### config.mk
export PLATFORM = sky130hd
export DESIGN_NAME = evt_counter_top
export DESIGN_NICKNAME = d
export VERILOG_FILES = /design/src/rtl/evt_pkg.sv /design/src/rtl/evt_prescaler.sv /design/src/rtl/evt_edge_sync.sv /design/src/rtl/evt_count_core.sv /design/src/rtl/evt_counter_top.sv
export SDC_FILE = /design/constraint.sdc
export NUM_CORES = 1
export LEC_CHECK = 0
export BUFFER_PORTS_ARGS = -buffer_cell sky130_fd_sc_hd__buf_2
export CAP_MARGIN = 20
export CELL_PAD_IN_SITES_DETAIL_PLACEMENT = 0
export CELL_PAD_IN_SITES_GLOBAL_PLACEMENT = 1
export CORE_MARGIN = 3
export CORE_UTILIZATION = 35
export CTS_BUF_LIST = sky130_fd_sc_hd__clkbuf_4
export DETAILED_ROUTE_END_ITERATION = 8
export GPL_TIMING_DRIVEN = 0
export HOLD_SLACK_MARGIN = 0.06
export PLACE_DENSITY = 0.65
export SYNTH_ARGS = -nofsm -noshare
export SYNTH_HDL_FRONTEND = slang
export SYNTH_SLANG_ARGS = --single-unit
### constraint.sdc
create_clock -name clk -period 4.1 [get_ports clk]
set_input_delay 0.205 -clock clk [delete_from_list [all_inputs] [get_ports clk]]
set_output_delay 0.205 -clock clk [all_outputs]
set_load 0.02 [all_outputs]
### src/rtl/evt_pkg.sv
// Package: shared constants for the chainable event counter.
// Holds register addresses and field positions used by the top level.
package evt_pkg;
    localparam int ADDR_W     = 3;
    localparam int REG_W      = 8;

    localparam logic [ADDR_W-1:0] A_CTRL = 3'd0;
    localparam logic [ADDR_W-1:0] A_RUN  = 3'd1;
    localparam logic [ADDR_W-1:0] A_STAT = 3'd2;
    localparam logic [ADDR_W-1:0] A_CLO  = 3'd3;
    localparam logic [ADDR_W-1:0] A_CHI  = 3'd4;

    typedef enum logic [1:0] {
        EDGE_FALL = 2'b00,
        EDGE_RISE = 2'b01,
        EDGE_BOTH = 2'b10,
        EDGE_RSVD = 2'b11
    } edge_sel_e;
endpackage

### src/rtl/evt_prescaler.sv
// Module: evt_prescaler
// Free-running binary divider. tick[k] pulses for one cycle in every
// 2**(k+1) cycles. Assumes the divider runs whether or not the gate is open.
module evt_prescaler #(
    parameter int STAGES = 3
) (
    input  logic              clk,
    input  logic              rst_n,
    output logic [STAGES-1:0] tick
);
    logic [STAGES-1:0] div_q;

    // Advance the divider every cycle.
    always_ff @(posedge clk) begin
        if (!rst_n) div_q <= '0;
        else        div_q <= div_q + 1'b1;
    end

    genvar k;
    generate
        for (k = 0; k < STAGES; k++) begin : g_tick
            assign tick[k] = &div_q[k:0];
        end
    endgenerate

    // The fastest tick (clock/2) never fires on two cycles in a row.
    assert_tick_alt_R2: assert property (@(posedge clk) disable iff (!rst_n)
        tick[0] |=> !tick[0]);
endmodule

### src/rtl/evt_edge_sync.sv
// Module: evt_edge_sync
// Brings the asynchronous event pin through two flops and then produces
// a one-cycle pulse on each qualifying edge. Assumes the pin holds each
// level for at least three clocks and idles at IDLE_LVL.
module evt_edge_sync #(
    parameter logic IDLE_LVL = 1'b1
) (
    input  logic       clk,
    input  logic       rst_n,
    input  logic       pin,
    input  logic [1:0] edge_sel,
    output logic       pulse
);
    import evt_pkg::*;

    logic meta_q, sync_q, prev_q;
    logic rise, fall;

    // Synchronizer chain plus one history flop for edge detection.
    always_ff @(posedge clk) begin
        if (!rst_n) begin
            meta_q <= IDLE_LVL;
            sync_q <= IDLE_LVL;
            prev_q <= IDLE_LVL;
        end else begin
            meta_q <= pin;
            sync_q <= meta_q;
            prev_q <= sync_q;
        end
    end

    assign rise = sync_q & ~prev_q;
    assign fall = ~sync_q & prev_q;

    // Pick which edges count; the reserved code behaves as falling.
    always_comb begin
        unique case (edge_sel)
            EDGE_RISE: pulse = rise;
            EDGE_BOTH: pulse = rise | fall;
            default:   pulse = fall;
        endcase
    end

    // A pulse needs a synchronized level change one cycle earlier.
    assert_pulse_on_change_R11: assert property (@(posedge clk) disable iff (!rst_n)
        pulse |-> (sync_q != $past(sync_q)));
    // With pins held three clocks, edges never come back to back.
    assert_single_pulse_R11: assert property (@(posedge clk) disable iff (!rst_n)
        pulse |=> !pulse);
endmodule

### src/rtl/evt_count_core.sv
// Module: evt_count_core
// The two counter halves. In chained mode the low half carries into the
// high half; in split mode each half counts each pulse by itself. The
// keep bit forces a half to zero, loads beat counting, and ovf_evt
// reports the 16-bit wrap for one cycle.
module evt_count_core #(
    parameter int W = 8
) (
    input  logic         clk,
    input  logic         rst_n,
    input  logic         pulse,
    input  logic         split,
    input  logic         run_lo,
    input  logic         run_hi,
    input  logic         keep_lo,
    input  logic         keep_hi,
    input  logic         ld_lo,
    input  logic         ld_hi,
    input  logic [W-1:0] ld_data,
    output logic [W-1:0] cnt_lo,
    output logic [W-1:0] cnt_hi,
    output logic         ovf_evt
);
    localparam logic [W-1:0] ALL_ONES = {W{1'b1}};

    logic act_lo, act_hi;
    logic inc_lo, inc_hi, carry;

    assign act_lo  = run_lo & keep_lo;
    assign act_hi  = run_hi & keep_hi;
    assign inc_lo  = pulse & act_lo;
    assign carry   = inc_lo & (cnt_lo == ALL_ONES);
    assign inc_hi  = split ? (pulse & act_hi) : (carry & act_hi);
    assign ovf_evt = ~split & carry & act_hi & (cnt_hi == ALL_ONES) & ~ld_hi;

    // Low half: keep-clear first, then a software load, then counting.
    always_ff @(posedge clk) begin
        if (!rst_n || !keep_lo) cnt_lo <= '0;
        else if (ld_lo)         cnt_lo <= ld_data;
        else if (inc_lo)        cnt_lo <= cnt_lo + 1'b1;
    end

    // High half: same priority, fed by the carry or by the pulse.
    always_ff @(posedge clk) begin
        if (!rst_n || !keep_hi) cnt_hi <= '0;
        else if (ld_hi)         cnt_hi <= ld_data;
        else if (inc_hi)        cnt_hi <= cnt_hi + 1'b1;
    end

    // Without a pulse or a load, a kept half holds its value.
    assert_hold_lo_R4: assert property (@(posedge clk) disable iff (!rst_n)
        (!pulse && !ld_lo && keep_lo) |=> (cnt_lo == $past(cnt_lo)));
    // A cleared keep bit leaves the half at zero.
    assert_keep_clear_R8: assert property (@(posedge clk) disable iff (!rst_n)
        !keep_hi |=> (cnt_hi == '0));
    // The wrap event leaves both halves at zero.
    assert_wrap_zero_R6: assert property (@(posedge clk) disable iff (!rst_n)
        (ovf_evt && !ld_lo) |=> (cnt_lo == '0 && cnt_hi == '0));
    // In split mode the wrap event never fires.
    assert_split_no_ovf_R10: assert property (@(posedge clk) disable iff (!rst_n)
        split |-> !ovf_evt);
endmodule

### src/rtl/evt_counter_top.sv
// Module: evt_counter_top
// Chainable event counter: register file, count-source selection, gate,
// and sticky overflow/pending status with interrupt output. Assumes
// gate_in and the register port are synchronous to clk; evt_pin may be
// asynchronous.
module evt_counter_top #(
    parameter int CW         = 8,
    parameter int DIV_STAGES = 3
) (
    input  logic                      clk,
    input  logic                      rst_n,
    input  logic                      wr_en,
    input  logic [evt_pkg::ADDR_W-1:0] wr_addr,
    input  logic [evt_pkg::REG_W-1:0]  wr_data,
    input  logic [evt_pkg::ADDR_W-1:0] rd_addr,
    output logic [evt_pkg::REG_W-1:0]  rd_data,
    input  logic                      evt_pin,
    input  logic                      gate_in,
    output logic                      irq
);
    import evt_pkg::*;

    localparam int SEL_W = $clog2(DIV_STAGES + 1);

    // Control fields
    logic             split_q;
    logic [SEL_W-1:0] src_q;
    logic [1:0]       edge_q;
    logic             run_lo_q, run_hi_q, keep_lo_q, keep_hi_q, irq_en_q;
    logic             ovf_q, pend_q;

    logic [DIV_STAGES-1:0] tick;
    logic                  pin_pulse, src_pulse, cnt_pulse, ovf_evt;
    logic [CW-1:0]         cnt_lo, cnt_hi;
    logic                  wr_stat, ld_lo, ld_hi;

    assign wr_stat = wr_en && (wr_addr == A_STAT);
    assign ld_lo   = wr_en && (wr_addr == A_CLO);
    assign ld_hi   = wr_en && (wr_addr == A_CHI);

    evt_prescaler #(.STAGES(DIV_STAGES)) u_div (
        .clk  (clk),
        .rst_n(rst_n),
        .tick (tick)
    );

    evt_edge_sync #(.IDLE_LVL(1'b1)) u_pin (
        .clk     (clk),
        .rst_n   (rst_n),
        .pin     (evt_pin),
        .edge_sel(edge_q),
        .pulse   (pin_pulse)
    );

    // Choose the count source: code 0 is the pin, code k is tick[k-1].
    always_comb begin
        src_pulse = pin_pulse;
        for (int k = 0; k < DIV_STAGES; k++) begin
            if (src_q == SEL_W'(k + 1)) src_pulse = tick[k];
        end
    end

    assign cnt_pulse = src_pulse & gate_in;

    evt_count_core #(.W(CW)) u_core (
        .clk    (clk),
        .rst_n  (rst_n),
        .pulse  (cnt_pulse),
        .split  (split_q),
        .run_lo (run_lo_q),
        .run_hi (run_hi_q),
        .keep_lo(keep_lo_q),
        .keep_hi(keep_hi_q),
        .ld_lo  (ld_lo),
        .ld_hi  (ld_hi),
        .ld_data(wr_data[CW-1:0]),
        .cnt_lo (cnt_lo),
        .cnt_hi (cnt_hi),
        .ovf_evt(ovf_evt)
    );

    // Control and run registers take software writes.
    always_ff @(posedge clk) begin
        if (!rst_n) begin
            split_q   <= 1'b0;
            src_q     <= '0;
            edge_q    <= 2'b00;
            run_lo_q  <= 1'b0;
            run_hi_q  <= 1'b0;
            keep_lo_q <= 1'b0;
            keep_hi_q <= 1'b0;
            irq_en_q  <= 1'b0;
        end else if (wr_en) begin
            if (wr_addr == A_CTRL) begin
                split_q <= wr_data[0];
                src_q   <= wr_data[SEL_W:1];
                edge_q  <= wr_data[SEL_W+2:SEL_W+1];
            end
            if (wr_addr == A_RUN) begin
                run_lo_q  <= wr_data[0];
                run_hi_q  <= wr_data[1];
                keep_lo_q <= wr_data[2];
                keep_hi_q <= wr_data[3];
                irq_en_q  <= wr_data[4];
            end
        end
    end

    // Sticky status: overflow sets, a written 0 clears, set wins.
    always_ff @(posedge clk) begin
        if (!rst_n) begin
            ovf_q  <= 1'b0;
            pend_q <= 1'b0;
        end else begin
            if (ovf_evt)                      ovf_q <= 1'b1;
            else if (wr_stat && !wr_data[0])  ovf_q <= 1'b0;
            if (ovf_evt)                      pend_q <= 1'b1;
            else if (wr_stat && !wr_data[1])  pend_q <= 1'b0;
        end
    end

    assign irq = pend_q & irq_en_q;

    // Read multiplexer over the register map.
    always_comb begin
        rd_data = '0;
        unique case (rd_addr)
            A_CTRL: rd_data[SEL_W+2:0] = {edge_q, src_q, split_q};
            A_RUN:  rd_data[4:0]       = {irq_en_q, keep_hi_q, keep_lo_q, run_hi_q, run_lo_q};
            A_STAT: rd_data[1:0]       = {pend_q, ovf_q};
            A_CLO:  rd_data[CW-1:0]    = cnt_lo;
            A_CHI:  rd_data[CW-1:0]    = cnt_hi;
            default: rd_data = '0;
        endcase
    end

    // Status bits only fall through a clearing write.
    assert_ovf_sticky_R9: assert property (@(posedge clk) disable iff (!rst_n)
        ($past(ovf_q) && !ovf_q) |-> ($past(wr_stat) && !$past(wr_data[0])));
    // An overflow event always leaves both status bits set.
    assert_ovf_sets_R6: assert property (@(posedge clk) disable iff (!rst_n)
        ovf_evt |=> (ovf_q && pend_q));
    // The interrupt only fires with its enable set.
    assert_irq_enable_R7: assert property (@(posedge clk) disable iff (!rst_n)
        irq |-> irq_en_q);
    // A closed gate keeps the high half from moving unless it is loaded.
    assert_gate_hold_R4: assert property (@(posedge clk) disable iff (!rst_n)
        (!gate_in && !ld_hi && keep_hi_q) |=> $stable(cnt_hi));
endmodule

==> results of run 1 <==
-- cell usage after synthesis, types with 2 or more instances --
cell type   n  area (µm²)
nand2b_1    2        12.5
mux2i_1    16         160
nor3b_1     2        15.0
and3_1      5        31.3
nor4_2      2        25.0
inv_1       7        26.3
xor2_1      7        61.3
a21oi_1    12        60.1
a22o_1      3        26.3
nor2b_1    14        87.6
nand3_1    14        70.1
a211oi_1    9        67.6
nand2_1    11        41.3
o21ai_0    12        60.1
clkbuf_1   10        37.5
nand4_1     3        18.8
xnor2_1     7        61.3
a31oi_1     2        12.5
ha_1        8         100
and2_1      6        37.5
nor2_1     20        75.1
nor3_1      2        10.0
o21ai_1     3        15.0
dfxtp_1    34         681
a21boi_1    2        15.0
-- flip-flops by register name, indices dropped and copies added, names as in the netlist, 2 cells and up --
register       cells
u_core.cnt_lo      8
u_div.div_q        3
edge_q             2
u_core.cnt_hi      8
src_q              2
-- timing repair --
| action | 4_1_cts | 5_1_grt |
|---|---|---|
| gates resized for setup | 0 | 0 |
| buffers inserted | 0 | 0 |
| hold buffers | 1 | 0 |
| endpoints found under the hold margin | 1 | 0 |
-- cells by family (layout without fill, tap and decap cells) --
group	Yosys count	after routing	synth area share, %
simple gates	88	88	25.0
mux	17	17	8.76
xor+xnor	14	14	6.27
fa+ha+maj	8	8	5.12
compound gates	48	48	16.8
flops	34	34	34.8
buf+inv	17	49	3.26
-- power breakdown --
group          total (mW)  internal, mW  switching (mW)
registers           0.340         0.336         0.00418
clock network       0.239         0.123           0.116
logic              0.0579        0.0226          0.0352
total               0.637         0.482           0.155
-- area by class of cell --
| class | instances | area, µm² |
|---|---|---|
| fill | 562 | 3020 |
| multi-input combinational | 175 | 1210 |
| sequential | 34 | 681 |
| timing repair buffer | 25 | 130 |
| tap | 70 | 87.6 |
| clock buffer | 5 | 37.5 |
| buffer | 10 | 37.5 |
| clock inverter | 2 | 33.8 |
| inverter | 7 | 26.3 |
-- metal layers --
metal  wire length [µm]  up-vias  part of all wire (%)
li1                   -      865                     -
met1               2540      779                    49
met2               2440       28                    47
met3                184        5                   3.5
met4                 43        0                  0.83
met5                  0        -                     0
-- metrics by stage --
step | instances | hold WS, ns
after floorplan | 226 | 0.306
after global placement | 320 | 0.386
after detailed placement | 320 | 0.390
after CTS | 328 | 0.111
after global routing | 328 | 0.110
final | 328 | 0.124
-- worst reg2reg max path: cells and delay by family (launching register included) --
kind	cells	cell delay, ns
XOR/XNOR	1	0.17
flip-flops	1	0.37
adder cells (fa/ha/maj)	1	0.35
AO/OA/AOI/OAI	4	1.06
buffers and inverters	1	0.07
AND/OR/NAND/NOR	1	0.20
-- placed cells by master, fill, tap and decap left out, drive strengths merged, types with 2 or more instances in the layout --
cell / n
nor2: 20
nand4: 3
a22o: 3
nor4: 3
and3: 5
xor2: 7
inv: 7
nand2b: 2
ha: 8
a21boi: 2
a21oi: 12
a211oi: 9
mux2i: 16
nand2: 11
a31oi: 2
dfxtp: 34
and2: 6
o21ai: 15
nor3b: 3
buf: 24
nor2b: 14
xnor2: 7
clkbuf: 15
nor3: 2
nand3: 14
-- worst max path at each step --
stage	from	end	slack [ns]	cells after the start
final	edge_q[0]$_SDFFE_PN0P_	u_core.cnt_lo[0]$_SDFFE_PP0P_	1.82	8
after global routing	edge_q[0]$_SDFFE_PN0P_	u_core.cnt_lo[0]$_SDFFE_PP0P_	1.58	8
after CTS	edge_q[0]$_SDFFE_PN0P_	u_core.cnt_lo[0]$_SDFFE_PP0P_	1.81	8
after detailed placement	edge_q[0]$_SDFFE_PN0P_	u_core.cnt_lo[0]$_SDFFE_PP0P_	1.84	8
after global placement	edge_q[0]$_SDFFE_PN0P_	u_core.cnt_lo[0]$_SDFFE_PP0P_	1.86	8
after floorplan	edge_q[0]$_SDFFE_PN0P_	u_core.cnt_lo[0]$_SDFFE_PP0P_	2.16	8
==> results.cfg, run 1 <==
[outcome]
run_status = finished, final reports clean

[timing]
fin_tns_setup_ns = 0
fin_crit_sh_pct = 55.6
layout_min_cycle_time_ns = 2.28
layout_setup_ws_ns = 1.82
finClkSkew_ns = 0.0117
rsz0062_at_grt = false
fmax_mhz = 439
worstMarginPinSlew_ns = 0.571
finalHoldViolations = 0
slew_headroom_pct = 61.7
slew_viol_final = 0
setup_viol = 0

[global_routing]
grt.overflow.total = 0
globalRouteTotalUtil_pct = 17.1
grt_max_degree = 11
grt_pass1_wl_um = 8300
grt_pass1_vias = 1657
grtUsageMet2_pct = 27.6
busiest_layer = met2
grt_use_met3_pct = 4.10
met1_usage_pct = 22.9
grt_antenna_before_repair = 0

[place]
gp_congestion = 0.772
hpwlAfterDp_um = 3940
place_area_um2 = 2160
pre_cts_ws_ns = 1.84
port_buffers = 24

[layout]
antenna_cells = 0
area_growth_syn_to_layout_pct = 14.8
final_nets = 285
layout-drive-gt1-share_pct = 14.7
fin_util_pct = 42.6
design_area_um2 = 2250

[floorplanning]
rows = 26
design.die.area_um2 = 6520
core_um2 = 5270
dieHeight_um = 80.8
die_w_um = 80.8
start_util_pct = 37.1
io-pin-count = 28

[critical_path]
cp_max_fo = 7
path_cells = inv_1 -> ha_1 -> a211oi_1 -> o21ai_1 -> a32oi_2 -> nor2_1 -> xnor2_1 -> a211oi_1
rr_worst_depth = 8
endpoint_kind = flop
path_common_cell = a211oi_1
arrival_ns = 2.54
required_ns = 4.36
r2r_start = edge_q[0]$_SDFFE_PN0P_
path_buf_inv = 1
slowest_delay_ns = 0.49
critPathKind = reg -> reg
path_delay_family = compound AO/OA/AOI/OAI gates
r2r-end = u_core.cnt_lo[0]$_SDFFE_PP0P_
start_kind = flop
rrSetupSlack_ns = 1.82
cp_slowest_cell = a32oi_2

[cts]
cts_tree = built
path_clk_slew_ns = 0.11
ctsHtreeMaxLevel = 2
cts.path.max_buffers = 2
clk_latency_ns = 0.34
root_buffer = clkbuf_4
cts_sinks = 34
numCtsBuffers = 5

[logic_synthesis]
synth_edf_count = 0
syn_inst = 226
synth_flop_cell = dfxtp_1
synth_area_um2 = 1960
synth-seq-cells = 34
syn_nets = 253
yosys_warnings = 0
syn_avg_cell_area_um2 = 8.66
async_flop_share_pct = 0
ys_seq_area_share_pct = 34.8
ys_types = 38

[hold_path]
hp-start = wr_data[6]
holdPathEnd = u_core.cnt_hi[6]$_SDFFE_PP0P_
hold_depth = 3
holdCritPathClass = in -> reg

[power]
p_leak_nw = 0.809
ir_drop_uv = 130
power_density_nw_per_um2 = 284
finalPower_mw = 0.637

[detailed_routing]
ant_nets = 0
routed-via-count = 1677
drt_iter0_markers = 76
drcViolationCount = 0
routed_wl_um = 5200
wl_per_cell_um = 15.9
drtPass1Iterations = 4
vias_per_cell = 5.11

[flow_run]
maxCapViolations = 0
No activity file was read; power rests on OpenSTA's default activity.
==> run 2, diff against run 1 <==
- ABC_AREA: not set -> 1
- PLACE_DENSITY: 0.65 -> 0.7
- clock period: 4.1 -> 1.9 ns (I/O delays scaled with it)
==> results.cfg, run 2 <==
[place]
place_area_um2 = 2210
hpwlAfterDp_um = 4360
port_buffers = 26
gp_congestion = 0.867
dp_cells = 381

[detailed_routing]
routed-via-count = 2016
vias_per_cell = 5.07
wl_per_cell_um = 14.6
drcViolationCount = 0
ant_nets = 0
drt_iter0_markers = 88
drtPass1Iterations = 4
routed_wl_um = 5830

[layout]
reg.largest.list = u_core.cnt_hi: 8 flops, u_core.cnt_lo: 8 flops, u_div.div_q: 3 flops
fillers = 572
layout-drive-gt1-share_pct = 22.9
register_area_um2 = 686
final_nets = 355
area_growth_syn_to_layout_pct = 21.1
fin_cells = 398
design_area_um2 = 2410
mostFrequentLayoutCells = 53 x nand2_1, 37 x inv_1, 30 x dfxtp_1, 28 x buf_2, 27 x a21oi_1
multiInputGateArea_um2 = 1210
final_common_cell = nand2_1
antenna_cells = 0

[global_routing]
grt_max_degree = 11
grt_pass1_vias = 1829
globalRouteTotalUtil_pct = 18.4
grt_antenna_before_repair = 0
grt.overflow.total = 0
grt_pass1_wl_um = 9130

[floorplanning]
dieHeight_um = 81.5
start_util_pct = 37.6
rows = 26
design.die.area_um2 = 6640
core_um2 = 5300
io-pin-count = 28
die_w_um = 81.5

[logic_synthesis]
ys_types = 38
syn_avg_cell_area_um2 = 6.99
synth_common_cells = 59 x nand2_1, 38 x inv_1, 34 x dfxtp_1, 31 x a21oi_1, 20 x nor2_1
synth.top_cell.area_share_pct = 34.1
async_flop_share_pct = 0
syn_inst = 285
yosys_warnings = 0
synth-seq-cells = 34
synth_area_leaders = dfxtp_1 34%, nand2_1 11%, a21oi_1 7.8%, inv_1 7.2%, ha_1 5.0%
syn_nets = 312
synth.most_common_cell = nand2_1
synth_edf_count = 0
yosys.area.top_type = dfxtp_1
synth_flop_cell = dfxtp_1
ys_seq_area_share_pct = 34.1
synth_area_um2 = 1990

[cts]
cts.path.max_buffers = 2
numCtsBuffers = 5
clk_latency_ns = 0.34
path_clk_slew_ns = 0.11
ctsHtreeMaxLevel = 2
cts_tree = built
root_buffer = clkbuf_4
cts_sinks = 34

[timing]
worstMarginPinSlew_ns = 0.483
setup_viol = 0
slew_headroom_pct = 67.5
fin_crit_sh_pct = 93.6
layout_min_cycle_time_ns = 1.78
finalHoldViolations = 0
fmax_mhz = 562
slew_viol_final = 0
finClkSkew_ns = 0.0173

[power]
power_density_nw_per_um2 = 527
p_leak_nw = 1.07
finalPower_mw = 1.27
ir_drop_uv = 253

[critical_path]
required_ns = 2.11
cp_max_fo = 8
critPathKind = reg -> reg
endpoint_kind = flop
start_kind = flop
arrival_ns = 1.98
critPathLaunch = u_div.div_q[0]$_SDFF_PN0_
r2r_start = u_div.div_q[0]$_SDFF_PN0_

[hold_path]
hp-start = rst_n
holdCritPathClass = in -> reg

[outcome]
run_status = finished, final reports clean

[flow_run]
maxCapViolations = 0
run 2: power by group:
part	leakage [nW]	internal (mW)	switching, mW	total, mW
combinational	0.761	0.0523	0.0929	0.145
sequential	0.276	0.728	0.0114	0.740
clock	0.0308	0.133	0.253	0.387
total	1.07	0.914	0.358	1.27
run 2: per-layer routing:
metal / share of wire, % / vias up / track usage, %
li1: - / 1053 / -
met1: 51 / 916 / 26.1
met2: 44 / 41 / 28.1
met3: 3.7 / 6 / 3.73
met4: 1.3 / 0 / 5.07
met5: 0 / - / 0
run 2: final cells by class:
| cell class | instances | share of cell area (%) |
|---|---|---|
| multi-input cells | 207 | 50.1 |
| flip-flops and latches | 34 | 28.4 |
| repair buffers | 35 | 8.81 |
| inverters | 41 | 6.38 |
| well taps | 70 | 3.63 |
| clock buffers | 5 | 1.56 |
| plain buffers | 4 | 0.726 |
| clock inverters | 2 | 0.415 |
run 2: worst max-delay path, stage by stage (launching register included):
cell,delay (ns)
dfxtp_1,0.35
ha_1,0.22
ha_1,0.17
o21ai_0,0.19
nand2_2,0.12
nand4_1,0.14
nand2_2,0.11
nand2_4,0.14
nand2_8,0.09
nand2_1,0.07
a21oi_1,0.06
run 2: stage by stage:
step	hold slack, ns	setup WS, ns	util [%]	setup TNS [ns]
finish	0.0822	0.122	45.5	0
global route	0.0626	-0.0192	45.5	-0.0348
CTS	0.0636	0.0448	43.7	0
detailed placement	0.287	0.0709	41.7	0
floorplan	0.202	0.370	-	0
global placement	0.279	0.108	41.7	0
run 2: final timing paths:
check | to | slack (ns) | depth (start not counted)
worst max-delay path | u_core.cnt_hi[7]$_SDFFE_PP0P_ | 0.12 | 10
worst min-delay path | edge_q[1]$_SDFFE_PN0P_ | 0.08 | 3
worst max register to register | u_core.cnt_hi[7]$_SDFFE_PP0P_ | 0.12 | 10
worst min register to register | u_pin.sync_q$_SDFF_PN1_ | 0.44 | 1
run 2: what timing repair did:
action,in CTS,in global routing
hold buffers,6,0
endpoints found under the setup margin,0,15
buffers inserted,0,3
endpoints found under the hold margin,6,0
resized for setup,0,19
run 2: logic make-up (layout without fill, tap and decap cells):
logic type | after synthesis | after routing | synth area share (%)
buffers and inverters | 45 | 87 | 8.60
XOR/XNOR | 4 | 4 | 1.76
adder cells (fa/ha/maj) | 8 | 8 | 5.02
AND/OR/NAND/NOR | 122 | 123 | 30.1
AO/OA/AOI/OAI | 72 | 72 | 20.4
flip-flops | 34 | 34 | 34.1
==> run 3, diff against run 2 <==
--- a/config.mk
+++ b/config.mk
@@ -12,3 +12,2 @@
 export CELL_PAD_IN_SITES_GLOBAL_PLACEMENT = 1
-export CORE_MARGIN = 3
 export CORE_UTILIZATION = 35
==> constraint.sdc (replaced) <==
create_clock -name clk -period 1.9 [get_ports clk]
set_input_delay 0.19 -clock clk [delete_from_list [all_inputs] [get_ports clk]]
set_output_delay 0.19 -clock clk [all_outputs]
set_load 0.02 [all_outputs]
==> results.cfg, run 3 (synthesis results as in run 2) <==
[detailed_routing]
routed-via-count = 1993
wl_per_cell_um = 14.4
drcViolationCount = 0
drt_iter0_markers = 62
routed_wl_um = 5690
ant_nets = 0
vias_per_cell = 5.05
drtPass1Iterations = 4

[floorplanning]
io-pin-count = 28
rows = 27
dieHeight_um = 77.5
start_util_pct = 36.2
design.die.area_um2 = 6000
core_um2 = 5510
die_w_um = 77.5

[layout]
fin_cells = 395
mostFrequentLayoutCells = 55 x nand2_1, 36 x inv_1, 28 x a21oi_1, 28 x buf_2, 28 x dfxtp_1
fillers = 620
fin_util_pct = 43.4
layout-drive-gt1-share_pct = 23.5
design_area_um2 = 2390
reg.largest.list = u_core.cnt_hi: 8 flops, u_core.cnt_lo: 8 flops, u_div.div_q: 3 flops
antenna_cells = 0
final_nets = 349
area_growth_syn_to_layout_pct = 19.8
final_common_cell = nand2_1

[cts]
cts_tree = built
root_buffer = clkbuf_4
numCtsBuffers = 5
ctsHtreeMaxLevel = 2
clk_latency_ns = 0.35
cts.path.max_buffers = 2
cts_sinks = 34
path_clk_slew_ns = 0.12

[timing]
layout_min_cycle_time_ns = 1.79
layout_setup_ws_ns = 0.113
slew_headroom_pct = 57.2
slew_viol_final = 0
worstMarginPinSlew_ns = 0.638
fin_tns_setup_ns = 0
fmax_mhz = 560
finalHoldViolations = 0
hold_ws_ns = 0.114
finClkSkew_ns = 0.00688
setup_viol = 0
fin_crit_sh_pct = 94.0

[critical_path]
cp_max_fo = 4
endpoint_kind = flop
start_kind = flop
arrival_ns = 2.07
critPathKind = reg -> reg
required_ns = 2.19

[place]
pre_cts_ws_ns = 0.0797
gp_congestion = 0.827
port_buffers = 26
dp_cells = 383
place_area_um2 = 2210
hpwlAfterDp_um = 4280

[global_routing]
grt.overflow.total = 0
grt_pass1_vias = 1899
globalRouteTotalUtil_pct = 20.1
grt_antenna_before_repair = 0
grt_pass1_wl_um = 9320
grt_max_degree = 11

[hold_path]
holdCritPathClass = in -> reg

[flow_run]
maxCapViolations = 0

[power]
p_leak_nw = 1.04
finalPower_mw = 1.30
power_density_nw_per_um2 = 546
ir_drop_uv = 229

[outcome]
run_status = finished, final reports clean
run 3: cell types whose count changed in the layout (fill, tap and decap cells not counted), sizes merged:
| cell | change |
|---|---|
| clkbuf | +1 |
| buf | -1 |
| dlygate4sd3 | -5 |
run 3: repair_timing:
action,CTS,global route
setup endpoints to repair,0,16
setup buffers,0,2
resized for setup,0,23
endpoints found under the hold margin,1,0
hold buffers,1,0
run 3: layer usage:
layer	GRT usage, %	share of wire, %	vias up
li1	-	-	1033
met1	27.0	49	911
met2	32.1	46	42
met3	3.76	3.9	7
met4	6.42	1.5	0
met5	0	0	-
run 3: worst paths after layout:
path / start / to / slack, ns / cells after the start
max: edge_q[0]$_SDFFE_PN0P_ / u_core.cnt_hi[2]$_SDFFE_PP0P_ / 0.11 / 12
min: wr_data[1] / u_core.cnt_lo[1]$_SDFFE_PP0P_ / 0.11 / 3
max reg2reg: edge_q[0]$_SDFFE_PN0P_ / u_core.cnt_hi[2]$_SDFFE_PP0P_ / 0.11 / 12
min reg2reg: u_pin.meta_q$_SDFF_PN1_ / u_pin.sync_q$_SDFF_PN1_ / 0.44 / 1
run 3: cell type report:
class	count	area, µm²	area share, %
Buffer	4	17.5	0.733
Clock buffer	6	45.0	1.89
Clock inverter	2	8.76	0.367
Inverter	41	154	6.44
Multi-Input combinational cell	207	1230	51.5
Sequential cell	34	688	28.8
Tap cell	72	90.1	3.77
Timing Repair Buffer	29	155	6.50
run 3: report_power, final:
part | switching [mW] | internal [mW]
Clock | 0.273 | 0.153
Combinational | 0.0908 | 0.0462
Sequential | 0.0117 | 0.728
run 3: worst max-delay path, cell delays in order, from the launching register on:
cell	delay, ns
dfxtp_2	0.34
inv_1	0.13
ha_4	0.23
a21oi_2	0.12
nand2_1	0.06
nand2_1	0.07
nand2_2	0.08
nand4_1	0.14
nand2_2	0.12
buf_4	0.16
nand2_4	0.08
nand3_1	0.06
a21oi_1	0.14
